File: src/rtl/dma2d_pkg.sv
// Shared types for the 2D DMA address sequencer.
package dma2d_pkg;
    // Walk style chosen at start from the words-per-line value
    typedef enum logic {
        WALK_2D   = 1'b0,
        WALK_RING = 1'b1
    } walk_mode_e;
endpackage

File: src/rtl/dma2d_step_ctl.sv
// Position counters for the sequencer.
// Tracks word-in-line and line index in 2D mode and the offset into the
// region in ring mode, and flags the segment boundaries of the beat that
// is currently offered. Assumes load and beat are never high together.
module dma2d_step_ctl
    import dma2d_pkg::*;
#(
    parameter int LW = 16,
    parameter int SW = 2 * LW + 1
) (
    input  logic          clk,
    input  logic          rst_n,
    input  logic          load,
    input  logic          beat,
    input  walk_mode_e    mode,
    input  logic [LW-1:0] words,
    input  logic [LW-1:0] lines,
    input  logic [SW-1:0] size,
    input  logic [SW-1:0] half,
    output logic          line_end,
    output logic          last_line,
    output logic          half_end,
    output logic          region_end
);
    localparam logic [LW-1:0] ONE_L = LW'(1);
    localparam logic [SW-1:0] ONE_S = SW'(1);

    logic [LW-1:0] x_q;
    logic [LW-1:0] y_q;
    logic [SW-1:0] off_q;
    logic          first_half_end;

    // Boundary flags of the beat being offered
    always_comb begin
        line_end       = (mode == WALK_2D) && (x_q == words - ONE_L);
        last_line      = (y_q == lines);
        region_end     = (mode == WALK_RING) && (off_q == size - ONE_S);
        first_half_end = (mode == WALK_RING) && (half != '0) && (off_q == half - ONE_S);
        half_end       = first_half_end || region_end;
    end

    // Advance the position on each accepted beat
    always_ff @(posedge clk) begin
        if (!rst_n || load) begin
            x_q   <= '0;
            y_q   <= '0;
            off_q <= '0;
        end else if (beat) begin
            if (mode == WALK_RING) begin
                off_q <= region_end ? '0 : off_q + ONE_S;
            end else if (line_end) begin
                x_q <= '0;
                y_q <= y_q + ONE_L;
            end else begin
                x_q <= x_q + ONE_L;
            end
        end
    end
endmodule

File: src/rtl/dma2d_addr_gen.sv
// Word address register for the sequencer.
// Holds the current address and the first address of the current line.
// It steps by one inside a line, jumps by the stride at a line end, and
// returns to the base at the end of a ring region. Addresses wrap modulo 2^AW.
module dma2d_addr_gen
    import dma2d_pkg::*;
#(
    parameter int AW = 30,
    parameter int LW = 16
) (
    input  logic          clk,
    input  logic          rst_n,
    input  logic          load,
    input  logic [AW-1:0] load_base,
    input  logic [AW-1:0] ring_base,
    input  logic          beat,
    input  walk_mode_e    mode,
    input  logic [LW-1:0] stride,
    input  logic          line_end,
    input  logic          region_end,
    output logic [AW-1:0] addr
);
    localparam logic [AW-1:0] ONE_A = AW'(1);

    logic [AW-1:0] addr_q;
    logic [AW-1:0] line_q;
    logic [AW-1:0] next_line;

    // Start of the following line
    always_comb next_line = line_q + AW'(stride);

    // Address and line-start update
    always_ff @(posedge clk) begin
        if (!rst_n) begin
            addr_q <= '0;
            line_q <= '0;
        end else if (load) begin
            addr_q <= load_base;
            line_q <= load_base;
        end else if (beat) begin
            if (mode == WALK_RING) begin
                addr_q <= region_end ? ring_base : addr_q + ONE_A;
            end else if (line_end) begin
                line_q <= next_line;
                addr_q <= next_line;
            end else begin
                addr_q <= addr_q + ONE_A;
            end
        end
    end

    assign addr = addr_q;
endmodule

File: src/rtl/dma2d_burst_track.sv
// Burst boundary tracker.
// Counts beats inside a burst of BEATS words and marks the beat that closes
// it: every beat in single mode, otherwise the BEATS-th beat or a segment end.
module dma2d_burst_track #(
    parameter int BEATS = 4
) (
    input  logic clk,
    input  logic rst_n,
    input  logic load,
    input  logic beat,
    input  logic burst_en,
    input  logic seg_end,
    output logic burst_last
);
    localparam int CW = (BEATS > 1) ? $clog2(BEATS) : 1;
    localparam logic [CW-1:0] TOP = CW'(BEATS - 1);
    localparam logic [CW-1:0] ONE_C = CW'(1);

    logic [CW-1:0] cnt_q;

    // Closing-beat flag for the offered beat
    always_comb burst_last = !burst_en || (cnt_q == TOP) || seg_end;

    // Beat counter inside the current burst
    always_ff @(posedge clk) begin
        if (!rst_n || load) begin
            cnt_q <= '0;
        end else if (beat) begin
            cnt_q <= burst_last ? '0 : cnt_q + ONE_C;
        end
    end
endmodule

File: src/rtl/dma2d_seq.sv
// Two-dimensional DMA address sequencer, top level.
// Latches the channel setup on a start strobe taken while idle. It then
// presents word addresses paced by the peripheral acknowledge and raises
// done / half pulses one cycle after the beat that ends a transfer or a
// ring half. Assumes the ring size is even and at least 2.
module dma2d_seq
    import dma2d_pkg::*;
#(
    parameter int AW    = 30,
    parameter int LW    = 16,
    parameter int BEATS = 4
) (
    input  logic          clk,
    input  logic          rst_n,
    input  logic          i_start,
    input  logic [AW-1:0] i_base,
    input  logic [LW-1:0] i_words,
    input  logic [LW-1:0] i_stride,
    input  logic [LW-1:0] i_lines,
    input  logic          i_dir,
    input  logic          i_burst,
    input  logic          i_loop_en,
    input  logic          i_ack,
    output logic          o_valid,
    output logic [AW-1:0] o_addr,
    output logic          o_dir,
    output logic          o_burst_last,
    output logic          o_done,
    output logic          o_half
);
    localparam int SW = 2 * LW + 1;

    walk_mode_e    mode_q;
    logic          busy_q;
    logic          done_q;
    logic          half_q;
    logic          dir_q;
    logic          burst_q;
    logic [AW-1:0] base_q;
    logic [LW-1:0] words_q;
    logic [LW-1:0] stride_q;
    logic [LW-1:0] lines_q;
    logic [SW-1:0] size_q;
    logic [SW-1:0] halfsz_q;
    logic [SW-1:0] size_d;

    logic accept;
    logic beat;
    logic finish;
    logic ring_mode;
    logic line_end;
    logic last_line;
    logic half_end;
    logic region_end;

    // Handshake decode and end-of-transfer detection
    always_comb begin
        accept    = i_start && !busy_q;
        beat      = busy_q && i_ack;
        ring_mode = (mode_q == WALK_RING);
        size_d    = SW'(i_stride) * (SW'(i_lines) + SW'(1));
        finish    = beat && ((!ring_mode && line_end && last_line) ||
                             (ring_mode && region_end && !i_loop_en));
    end

    // Configuration capture on an accepted start
    always_ff @(posedge clk) begin
        if (!rst_n) begin
            mode_q   <= WALK_2D;
            dir_q    <= 1'b0;
            burst_q  <= 1'b0;
            base_q   <= '0;
            words_q  <= '0;
            stride_q <= '0;
            lines_q  <= '0;
            size_q   <= '0;
            halfsz_q <= '0;
        end else if (accept) begin
            mode_q   <= (i_words == '0) ? WALK_RING : WALK_2D;
            dir_q    <= i_dir;
            burst_q  <= i_burst;
            base_q   <= i_base;
            words_q  <= i_words;
            stride_q <= i_stride;
            lines_q  <= i_lines;
            size_q   <= size_d;
            halfsz_q <= size_d >> 1;
        end
    end

    // Busy state and completion pulses
    always_ff @(posedge clk) begin
        if (!rst_n) begin
            busy_q <= 1'b0;
            done_q <= 1'b0;
            half_q <= 1'b0;
        end else begin
            if (accept)      busy_q <= 1'b1;
            else if (finish) busy_q <= 1'b0;
            done_q <= finish;
            half_q <= beat && half_end;
        end
    end

    dma2d_step_ctl #(.LW(LW), .SW(SW)) u_step (
        .clk        (clk),
        .rst_n      (rst_n),
        .load       (accept),
        .beat       (beat),
        .mode       (mode_q),
        .words      (words_q),
        .lines      (lines_q),
        .size       (size_q),
        .half       (halfsz_q),
        .line_end   (line_end),
        .last_line  (last_line),
        .half_end   (half_end),
        .region_end (region_end)
    );

    dma2d_addr_gen #(.AW(AW), .LW(LW)) u_addr (
        .clk        (clk),
        .rst_n      (rst_n),
        .load       (accept),
        .load_base  (i_base),
        .ring_base  (base_q),
        .beat       (beat),
        .mode       (mode_q),
        .stride     (stride_q),
        .line_end   (line_end),
        .region_end (region_end),
        .addr       (o_addr)
    );

    dma2d_burst_track #(.BEATS(BEATS)) u_burst (
        .clk        (clk),
        .rst_n      (rst_n),
        .load       (accept),
        .beat       (beat),
        .burst_en   (burst_q),
        .seg_end    (line_end || half_end),
        .burst_last (o_burst_last)
    );

    assign o_valid = busy_q;
    assign o_dir   = dir_q;
    assign o_done  = done_q;
    assign o_half  = half_q;
endmodule

File: config.mk
export PLATFORM = sky130hd
export DESIGN_NAME = dma2d_seq
export DESIGN_NICKNAME = d
export VERILOG_FILES = /design/src/rtl/dma2d_pkg.sv /design/src/rtl/dma2d_step_ctl.sv /design/src/rtl/dma2d_addr_gen.sv /design/src/rtl/dma2d_burst_track.sv /design/src/rtl/dma2d_seq.sv
export SDC_FILE = /design/constraint.sdc
export NUM_CORES = 1
export LEC_CHECK = 0
export BUFFER_PORTS_ARGS = -buffer_cell sky130_fd_sc_hd__buf_2
export CORE_MARGIN = 10
export CORE_UTILIZATION = 36
export DETAILED_ROUTE_END_ITERATION = 6
export PLACE_DENSITY = 0.62
export SLEW_MARGIN = 20
export SYNTH_ARGS = -nofsm -noshare
export SYNTH_HDL_FRONTEND = slang
export SYNTH_SLANG_ARGS = --single-unit
File: constraint.sdc
create_clock -name clk -period 16.5 [get_ports clk]
set_input_delay 1.65 -clock clk [delete_from_list [all_inputs] [get_ports clk]]
set_output_delay 1.65 -clock clk [all_outputs]
set_load 0.01 [all_outputs]
==> results.cfg <==
[cts]
clk_pin_slew_ns = 0.06
clock_tree.root_cell = sky130_fd_sc_hd__clkbuf_16
clock_latency_ns = 0.56
tritoncts.num_buffers = 28
cts_h_tree_lvls = 1
cts_tree = done
cts-root-to-sink-buffers = 3
post_cts.repair.setup_buffers = 0
cts_num_sinks = 244
postCtsHoldBufs = 0
cts-resized-gates = 0

[logic_synthesis]
postSynthNetCount = 3490
synth_cell_types = 95
fraction_of_registers_with_async_set_reset = 0
synth_seq_area_share = 0.2000
syn-mean-instance-area_sq_um = 7.968
post_synth_main_area_contributors = sky130_fd_sc_hd__dfxtp_1 (20%), sky130_fd_sc_hd__fa_1 (17%), sky130_fd_sc_hd__nand2_1 (7.8%), sky130_fd_sc_hd__ha_1 (6.7%), sky130_fd_sc_hd__xnor2_1 (5.6%)
synthDominantCellAreaShare = 0.2000
postSynthRegisterBits = 244
synth.largest_area_cell = sky130_fd_sc_hd__dfxtp_1
synth_enable_flop_cells = 0
ys.flop_type = sky130_fd_sc_hd__dfxtp_1
synthesis.area_sq_um = 24430
synth-warning-count = 0
syn-instance-count = 3066

[power_and_ir_drop]
power.net_switching_mw = 2.017
design_power_total_mw = 4.219
power-per-cell-area_nw_per_um2 = 158.8
clkPwrFrac = 0.146
share_comb_of_total_power = 0.684
power.static_leakage_nw = 11.61
max-vdd-ir-drop_mv = 0.1609
cell_internal_pwr_mw = 2.202
netSwitchingFraction = 0.4781
power_frac_seq = 0.170

[sta]
fmaxAchievable_ghz = 0.1107
final-hold-violation-count = 0
report.final.slew_viol_count = 0
fin_worst_hold_slack_ns = 0.4536
worstMarginPinSlew_ns = 1.165
rsz0062_at_grt = no
setup_violations = 0
clock_skew_ns = 0.01589
layout_setup_ws_ns = 7.465
final.period_utilization = 0.5476
slew_headroom = 0.2164
period_minus_slack_ns = 9.035
timing.setup.tns_ns = 0

[routing]
detailroute.via_count = 21180
detail_route.vias_per_cell = 5.353
drt_iter0_markers = 1581
wl_per_cell_microns = 18.33
drt_pre_antenna_iters = 5
routed_wl_mm = 72.55
drtAntennaViolNets = 0
detail_route.drc_violations = 0

[grt]
grt_max_degree = 78
first_pass_grt_wire_length_mm = 116.9
globalRoute.totalOverflow = 0
globalRouteTotalUtil = 0.1824
antenna_found_initial = 3
grt_pass1_vias = 21120

[worst_setup_path]
critical_path_arrival_ns = 9.46
critical_path.max_fanout = 20
cp-start-kind = input port
ff2ff_path_depth = 10
crit-reg2reg-capture = u_step.off_q[18]
worst-path-buf-inv = 6
worst_setup_path_startpoint = i_lines[0]
timing.reg2reg.setup_slack_ns = 11.42
reg2reg_from = size_q[3]
slowest_stage = sky130_fd_sc_hd__xnor2_1
stage_delay_of_the_slowest_cell_on_the_critical_path_ns = 0.56
worstSetupPathType = in -> reg
critPathCaptureType = flop
worst-endpoint-required_ns = 16.93
cpLargestDelayFamily = adder cells
crit_path_frequent_cell = sky130_fd_sc_hd__fa_1

[cells_and_area]
finalNetCount = 3488
finish.instance_area_sq_um = 26580
commonest_cells_after_routing_fill_and_taps_aside = sky130_fd_sc_hd__nand2_1 (507), sky130_fd_sc_hd__inv_1 (272), sky130_fd_sc_hd__dfxtp_1 (244)
diodes = 0
flow.area_growth_from_synthesis_pct = 8.794
mostFrequentLayoutCell = sky130_fd_sc_hd__nand2_1
final_layout_size_suffix_gt1_frac = 0.08333

[place]
dpl.hpwl_mm = 54.97
place_congestion = 0.9183
dp_slack_ns = 6.879
place.port_buffers = 119
postPlaceCellArea_sq_um = 25660

[die]
dieArea_sq_um = 78680
horizontal_die_dimension_microns = 280.5
floorplan.rows = 95
die_y_microns = 280.5
boundaryPins = 120
core_area_sq_um = 67280
initial_util = 0.3631

[min_path]
hold_crit_path_type = reg -> reg
timing.hold.worst_path_depth = 2
hp-start = o_dir
min_delay_worst_endpoint = o_dir

[job]
cap_violations = 0

[run_status]
status = finished clean
-- per-layer routing --
layer	vias to the layer above	global-route usage	wire length (microns)
li1	10230	-	-
met4	4	0.04411	1745
met1	10160	0.2530	33610
met2	658	0.2929	32570
met3	123	0.02710	4612
met5	-	0	16
-- metrics by stage --
| stage | cells | util |
|---|---|---|
| after floorplan | 3066 | - |
| after global placement | 3907 | 0.3815 |
| after detailed placement | 3907 | 0.3815 |
| after CTS | 3957 | 0.3950 |
| after global routing | 3957 | 0.3950 |
| final | 3957 | 0.3950 |
-- state kept, by name, indices dropped and copies added (netlist names), 2 cells and up --
| register | flops |
|---|---|
| size_q | 33 |
| u_step.off_q | 33 |
| base_q | 30 |
| u_addr.addr | 30 |
| u_addr.line_q | 30 |
| lines_q | 16 |
| stride_q | 16 |
| u_step.x_q | 16 |
| u_step.y_q | 16 |
| words_q | 16 |
| u_burst.cnt_q | 2 |
-- worst max path at each step --
stage | end | depth (start not counted)
finish | size_q[31] | 30
global route | size_q[31] | 30
CTS | size_q[31] | 30
detailed placement | size_q[31] | 30
global placement | size_q[31] | 28
floorplan | size_q[31] | 27
-- tightest hold or removal path, cell delays in order (launching register included) --
cell and delay [ns]:
sky130_fd_sc_hd__dfxtp_1 0.30, sky130_fd_sc_hd__nand2_1 0.05, sky130_fd_sc_hd__a21oi_1 0.05
-- cell usage after synthesis (11+ instances only) --
cell type and number:
sky130_fd_sc_hd__inv_1 273, sky130_fd_sc_hd__o21bai_1 18, sky130_fd_sc_hd__or4_1 12, sky130_fd_sc_hd__nor2b_1 23
sky130_fd_sc_hd__dfxtp_1 244, sky130_fd_sc_hd__fa_1 209, sky130_fd_sc_hd__clkbuf_1 136, sky130_fd_sc_hd__and2_1 134
sky130_fd_sc_hd__or3_1 22, sky130_fd_sc_hd__a211oi_1 21, sky130_fd_sc_hd__a21o_1 19, sky130_fd_sc_hd__a31oi_1 26
sky130_fd_sc_hd__xor2_1 110, sky130_fd_sc_hd__and4_1 16, sky130_fd_sc_hd__nand2b_1 11, sky130_fd_sc_hd__o211ai_1 11
sky130_fd_sc_hd__nor2_1 179, sky130_fd_sc_hd__nand2_1 507, sky130_fd_sc_hd__a21oi_1 193, sky130_fd_sc_hd__o21ai_0 99
sky130_fd_sc_hd__nand4_1 45, sky130_fd_sc_hd__buf_2 11, sky130_fd_sc_hd__and3_1 32, sky130_fd_sc_hd__xnor2_1 157
sky130_fd_sc_hd__nor4_1 30, sky130_fd_sc_hd__mux2i_1 44, sky130_fd_sc_hd__nand3_1 79, sky130_fd_sc_hd__buf_1 25
sky130_fd_sc_hd__nor3_1 59, sky130_fd_sc_hd__ha_1 130
-- area by class of cell --
cell class / instances / area [sq um]
fill: 6967 / 40700
multi-input combinational: 2365 / 17820
sequential: 244 / 4885
tap: 873 / 1092
inverter: 273 / 1027
clock buffer: 40 / 847.1
timing repair buffer: 152 / 843.3
clock inverter: 10 / 60.06
-- power by group through the flow --
stage	sequential, mW	clock, mW	combinational [mW]
floorplan	0.680	0	2.28
global placement	0.730	0	2.87
detailed placement	0.730	0	2.86
CTS	0.717	0.626	2.89
global route	0.726	0.649	3.32
finish	0.719	0.614	2.89
-- logic make-up after synthesis --
| kind of cell | Yosys count | synth area share |
|---|---|---|
| multiplexers | 46 | 0.01895 |
| flip-flops | 244 | 0.2000 |
| AND/OR/NAND/NOR | 1216 | 0.2464 |
| buffers and inverters | 457 | 0.07324 |
| XOR/XNOR | 267 | 0.09573 |
| adder cells (fa/ha/maj) | 339 | 0.2379 |
| AO/OA/AOI/OAI | 497 | 0.1278 |
No activity file was read; power rests on OpenSTA's default activity.
